--- config.mk ---
export PLATFORM = sky130hd
export DESIGN_NAME = rvdec_ctrl
export DESIGN_NICKNAME = d
export VERILOG_FILES = /design/src/rtl/rvdec_pkg.sv /design/src/rtl/rvdec_class.sv /design/src/rtl/rvdec_imm.sv /design/src/rtl/rvdec_pipereg.sv /design/src/rtl/rvdec_ctrl.sv
export SDC_FILE = /design/constraint.sdc
export NUM_CORES = 1
export LEC_CHECK = 0
export BUFFER_PORTS_ARGS = -buffer_cell sky130_fd_sc_hd__buf_2
export CORE_UTILIZATION = 41
export DETAILED_ROUTE_END_ITERATION = 7
export PLACE_DENSITY = 0.71
export SYNTH_ARGS = -nofsm -noshare
export SYNTH_HDL_FRONTEND = slang
export SYNTH_SLANG_ARGS = --single-unit
--- constraint.sdc ---
create_clock -name clk -period 1.1 [get_ports clk]
set_input_delay 0 -clock clk [delete_from_list [all_inputs] [get_ports clk]]
set_output_delay 0 -clock clk [all_outputs]
set_load 0.02 [all_outputs]
--- src/rtl/rvdec_pkg.sv ---
package rvdec_pkg;
  localparam int ILEN  = 32;
  localparam int OPC_W = 7;
  localparam int REG_W = 5;

  localparam logic [OPC_W-1:0] OPC_LOAD   = 7'b0000011;
  localparam logic [OPC_W-1:0] OPC_STORE  = 7'b0100011;
  localparam logic [OPC_W-1:0] OPC_OP     = 7'b0110011;
  localparam logic [OPC_W-1:0] OPC_OPIMM  = 7'b0010011;
  localparam logic [OPC_W-1:0] OPC_LUI    = 7'b0110111;
  localparam logic [OPC_W-1:0] OPC_AUIPC  = 7'b0010111;
  localparam logic [OPC_W-1:0] OPC_BRANCH = 7'b1100011;
  localparam logic [OPC_W-1:0] OPC_JAL    = 7'b1101111;
  localparam logic [OPC_W-1:0] OPC_JALR   = 7'b1100111;

  typedef enum logic [2:0] {
    FMT_NONE, FMT_I, FMT_S, FMT_B, FMT_U, FMT_J
  } imm_fmt_e;

  typedef struct packed {
    logic     mem_rd;
    logic     mem_wr;
    logic     reg_wr;
    logic     op1_pc;
    logic     op2_imm;
    imm_fmt_e fmt;
  } ctrl_t;
endpackage

--- src/rtl/rvdec_class.sv ---
module rvdec_class
  import rvdec_pkg::*;
(
  input  logic [OPC_W-1:0] opcode,
  output ctrl_t            ctrl
);
  always_comb begin
    ctrl = '0;
    ctrl.fmt = FMT_NONE;
    case (opcode)
      OPC_LOAD: begin
        ctrl.mem_rd = 1'b1; ctrl.reg_wr = 1'b1; ctrl.op2_imm = 1'b1; ctrl.fmt = FMT_I;
      end
      OPC_STORE: begin
        ctrl.mem_wr = 1'b1; ctrl.op2_imm = 1'b1; ctrl.fmt = FMT_S;
      end
      OPC_OP: begin
        ctrl.reg_wr = 1'b1;
      end
      OPC_OPIMM, OPC_JALR: begin
        ctrl.reg_wr = 1'b1; ctrl.op2_imm = 1'b1; ctrl.fmt = FMT_I;
      end
      OPC_LUI: begin
        ctrl.reg_wr = 1'b1; ctrl.op2_imm = 1'b1; ctrl.fmt = FMT_U;
      end
      OPC_AUIPC: begin
        ctrl.reg_wr = 1'b1; ctrl.op1_pc = 1'b1; ctrl.op2_imm = 1'b1; ctrl.fmt = FMT_U;
      end
      OPC_BRANCH: begin
        ctrl.op1_pc = 1'b1; ctrl.op2_imm = 1'b1; ctrl.fmt = FMT_B;
      end
      OPC_JAL: begin
        ctrl.reg_wr = 1'b1; ctrl.op1_pc = 1'b1; ctrl.op2_imm = 1'b1; ctrl.fmt = FMT_J;
      end
      default: ctrl = '0;
    endcase
  end
endmodule

--- src/rtl/rvdec_imm.sv ---
module rvdec_imm
  import rvdec_pkg::*;
#(
  parameter int XLEN = 32
) (
  input  logic [ILEN-1:0] instr,
  input  imm_fmt_e        fmt,
  output logic [XLEN-1:0] imm
);
  logic [ILEN-1:0] raw;

  always_comb begin
    case (fmt)
      FMT_I:   raw = {{20{instr[31]}}, instr[31:20]};
      FMT_S:   raw = {{20{instr[31]}}, instr[31:25], instr[11:7]};
      FMT_B:   raw = {{19{instr[31]}}, instr[31], instr[7], instr[30:25], instr[11:8], 1'b0};
      FMT_U:   raw = {instr[31:12], 12'b0};
      FMT_J:   raw = {{11{instr[31]}}, instr[31], instr[19:12], instr[20], instr[30:21], 1'b0};
      default: raw = '0;
    endcase
  end

  assign imm = XLEN'(signed'(raw));
endmodule

--- src/rtl/rvdec_pipereg.sv ---
module rvdec_pipereg #(
  parameter int W = 8
) (
  input  logic         clk,
  input  logic         rst,
  input  logic [W-1:0] d,
  output logic [W-1:0] q
);
  always_ff @(posedge clk) begin
    if (rst) q <= '0;
    else     q <= d;
  end
endmodule

--- src/rtl/rvdec_ctrl.sv ---
module rvdec_ctrl
  import rvdec_pkg::*;
#(
  parameter int XLEN = 32
) (
  input  logic            clk,
  input  logic            rst,
  input  logic [31:0]     instr_i,
  output logic            mem_rd_o,
  output logic            mem_wr_o,
  output logic            reg_wr_o,
  output logic            op1_pc_o,
  output logic            op2_imm_o,
  output logic [XLEN-1:0] imm_o,
  output logic [4:0]      rs1_o,
  output logic [4:0]      rs2_o,
  output logic [4:0]      rd_o
);
  localparam int FLAG_W = 5;
  localparam int PW     = FLAG_W + XLEN + 3 * REG_W;

  ctrl_t           ctrl;
  logic [XLEN-1:0] imm_d;
  logic [PW-1:0]   pipe_d, pipe_q;

  rvdec_class u_class (
    .opcode (instr_i[OPC_W-1:0]),
    .ctrl   (ctrl)
  );

  rvdec_imm #(.XLEN(XLEN)) u_imm (
    .instr (instr_i),
    .fmt   (ctrl.fmt),
    .imm   (imm_d)
  );

  assign pipe_d = {ctrl.mem_rd, ctrl.mem_wr, ctrl.reg_wr, ctrl.op1_pc, ctrl.op2_imm,
                   imm_d, instr_i[19:15], instr_i[24:20], instr_i[11:7]};

  rvdec_pipereg #(.W(PW)) u_reg (
    .clk (clk),
    .rst (rst),
    .d   (pipe_d),
    .q   (pipe_q)
  );

  assign {mem_rd_o, mem_wr_o, reg_wr_o, op1_pc_o, op2_imm_o,
          imm_o, rs1_o, rs2_o, rd_o} = pipe_q;
endmodule

==> key figures <==
Timing
  – Fin crit share: 96.9%
  – TNS Setup: 0 ns
  – Worst Setup Slack, final: 0.0336 ns
  – WHS: 0.0595 ns
  – Rel. slew slack: 79.6%
  – RSZ-0062 raised after global routing: yes
  – Slew Viols, Final: 0
  – Crit path time final: 1.07 ns
  – Hold Violations, Final: 0
  – Worst slew pin tran: 0.306 ns
  – Fmax: 938 MHz
  – Final setup fails: 0

Hold path
  – Hold Path Depth: 3
  – Worst hold path type: primary input to flop

Worst setup path
  – Critical Path RT: 1.32 ns
  – Max incr delay on CP: between 0.2 and 0.3 ns
  – Setup CP Type: primary input to flop
  – Crit-path slowest cell: or2_1
  – Critical path endpoint category: flop
  – Crit path cell chain: buf_2 -> or2_4 -> a21oi_1 -> o2111ai_2 -> or2_1 -> buf_12 -> a21oi_1
  – CP most frequent cell: a21oi_1
  – WP data arrival: 1.29 ns
  – Startpoint types: primary input
  – Worst-path fanout max: 9

Cells and area
  – # nets final: between 300 and 400
  – Largest register FFs: 52
  – Biggest register: u_reg.q
  – Regs by FF count: u_reg.q: 52 flops
  – Final std cells w/o fill: 370
  – Share of cells above drive strength 1: 46.9%
  – Layout area overhead: 56.3%
  – Final Cell Area: 2890 um^2
  – Final Util: 66.4%
  – Diodes inserted: 0

Placement
  – DP Wirelength: 3.06 mm
  – DP Cell Count: approximately 340
  – PortBufs: 85
  – Pre-CTS setup slack: -0.264 ns
  – GP Congestion: 0.872
  – Placed Instance Area: between 2000 and 3000 um^2

Clock network
  – CTS sink cnt: 52
  – Clk buf depth: 2
  – Worst-path clk slew: 0.08 ns
  – TritonCTS Buffers: 5
  – H-tree Lvls: 2
  – CTS tree: done
  – Root Buffer: clkbuf_8

Detailed routing
  – DRT Wirelength: 4.74 mm
  – Drc violations: 0
  – Via density per instance: 4.83
  – Drt pass-1 iters: 4
  – Violation count after the first detailed-routing iteration: 81
  – Routed WL per cell: 12.8 um
  – DRT antenna net count: 0
  – Vias: 1786

Yosys
  – Async SR Flop Fraction: 0%
  – Yosys reg bits: 52
  – Post-synth top cells: dfxtp_1, nand2_1, a21oi_2
  – Mapped cell area: 1850 um^2
  – Top cell type's share of synthesized area: 56.3%
  – Avg Inst Size Synth: 10.1 um^2
  – Post-synthesis sequential area ratio: a little under three fifths
  – Count of cell types in the netlist: 36
  – Main area contributors after synthesis: dfxtp_1, a21oi_2, nand2_1, nor2b_1, a21oi_1
  – YS warnings: 0
  – Ys flop type: dfxtp_1
  – Area leader, netlist: dfxtp_1
  – Mapped Cells: 184
  – Net Count, Synth: roughly 220
  – Most common cell in the synthesized netlist: dfxtp_1
  – EDFF count, synth: 0

Global routing
  – Antenna violations before repair: 0
  – Overflow after GRT: 0
  – Largest net degree at the start of global routing: 28
  – Gr usage total: around a fifth
  – Vias in the first global route: around 1700
  – First-pass GRT wire length: 7.59 mm

Power
  – Switch share: 22.8%
  – Share of total power in combinational logic: 12.7%
  – Psw: 0.782 mW
  – Leakage: 1.29 nW
  – Internal power: 2.64 mW
  – Max rail drop VDD: 0.538 mV
  – Total chip power: 3.42 mW
  – Flop pwr share: 56.2%
  – Power per Cell Area: roughly 1200 nW/um^2
  – Clk pwr share: a little under a third

Floorplan
  – Row cnt: 24
  – Num ports: 86
  – Die Y: 69.2 um
  – Die Wd: between 60 and 70 um
  – CORE AREA: between 4000 and 5000 um^2
  – Die area: approximately 4800 um^2
  – Starting density of the core: 42.5%

Flow run
  – MaxCap Viol Count: 0

Run status
  – Status: finished, final reports clean
cells in the final DEF (no fill, tap or decap), drive strengths merged:
| master | n |
|---|---|
| o2111ai | 1 |
| nor2b | 15 |
| o21bai | 1 |
| a311o | 1 |
| a22oi | 1 |
| nor3 | 3 |
| o22a | 1 |
| nor4 | 1 |
| nand3b | 1 |
| or3 | 1 |
| o21ai | 2 |
| inv | 2 |
| a21oi | 30 |
| or3b | 1 |
| buf | 111 |
| dlygate4sd3 | 25 |
| nand3 | 7 |
| o22ai | 2 |
| a21boi | 1 |
| dfxtp | 52 |
| or2 | 4 |
| nand2b | 1 |
| nor2 | 5 |
| nand2 | 28 |
| dlymetal6s4s | 1 |
| clkbuf | 6 |
| a31oi | 1 |
| clkinv | 2 |
| nand4b | 2 |
| o31ai | 1 |
| xor2 | 1 |
| and2 | 7 |
metal layers:
metal	up-vias	part of all wire, %	GRT usage (%)
met5	-	0	0
met4	0	3.3	10.9
met3	16	4.2	4.53
met2	63	54	34.6
met1	823	39	22.7
li1	884	-	-
critical path, delay by kind of cell:
kind,cells,cell delay [ns]
simple gates,2,0.57
buf+inv,2,0.26
compound gates,3,0.46
worst paths after layout:
kind / slack (ns) / end / from
worst max-delay path: 0.03 / u_reg.q[34] / instr_i[2]
worst min-delay path: 0.06 / u_reg.q[50] / instr_i[6]
kinds of logic after synthesis:
kind of cell | count (synthesis) | share of synthesized area [%]
xor+xnor | 1 | 0.474
compound gates | 42 | 16.8
buf+inv | 13 | 4.67
simple gates | 76 | 21.7
flops | 52 | 56.3
timing repair:
item	4_1_cts	5_1_grt
setup buffers	0	0
resized for setup	0	9
endpoints found under the setup margin	0	17
endpoints found under the hold margin	47	0
hold buffers	26	0
power by group through the flow:
stage	Clock, mW	Combinational, mW	Sequential (mW)
after detailed placement	0	0.345	1.97
after global placement	0	0.342	1.97
after global routing	1.17	0.470	1.93
after floorplan	0	0.112	2.01
after CTS	1.11	0.417	1.92
final	1.07	0.436	1.92
area by class of cell:
class                      instances  area [um^2]
sequential                        52         1040
fill                             357         1460
tap                               52         65.1
clock buffer                       6         82.6
timing repair buffer             137          927
clock inverter                     2         10.0
multi-input combinational        119          757
inverter                           2         7.51
Power figures use the tool's default switching activity.
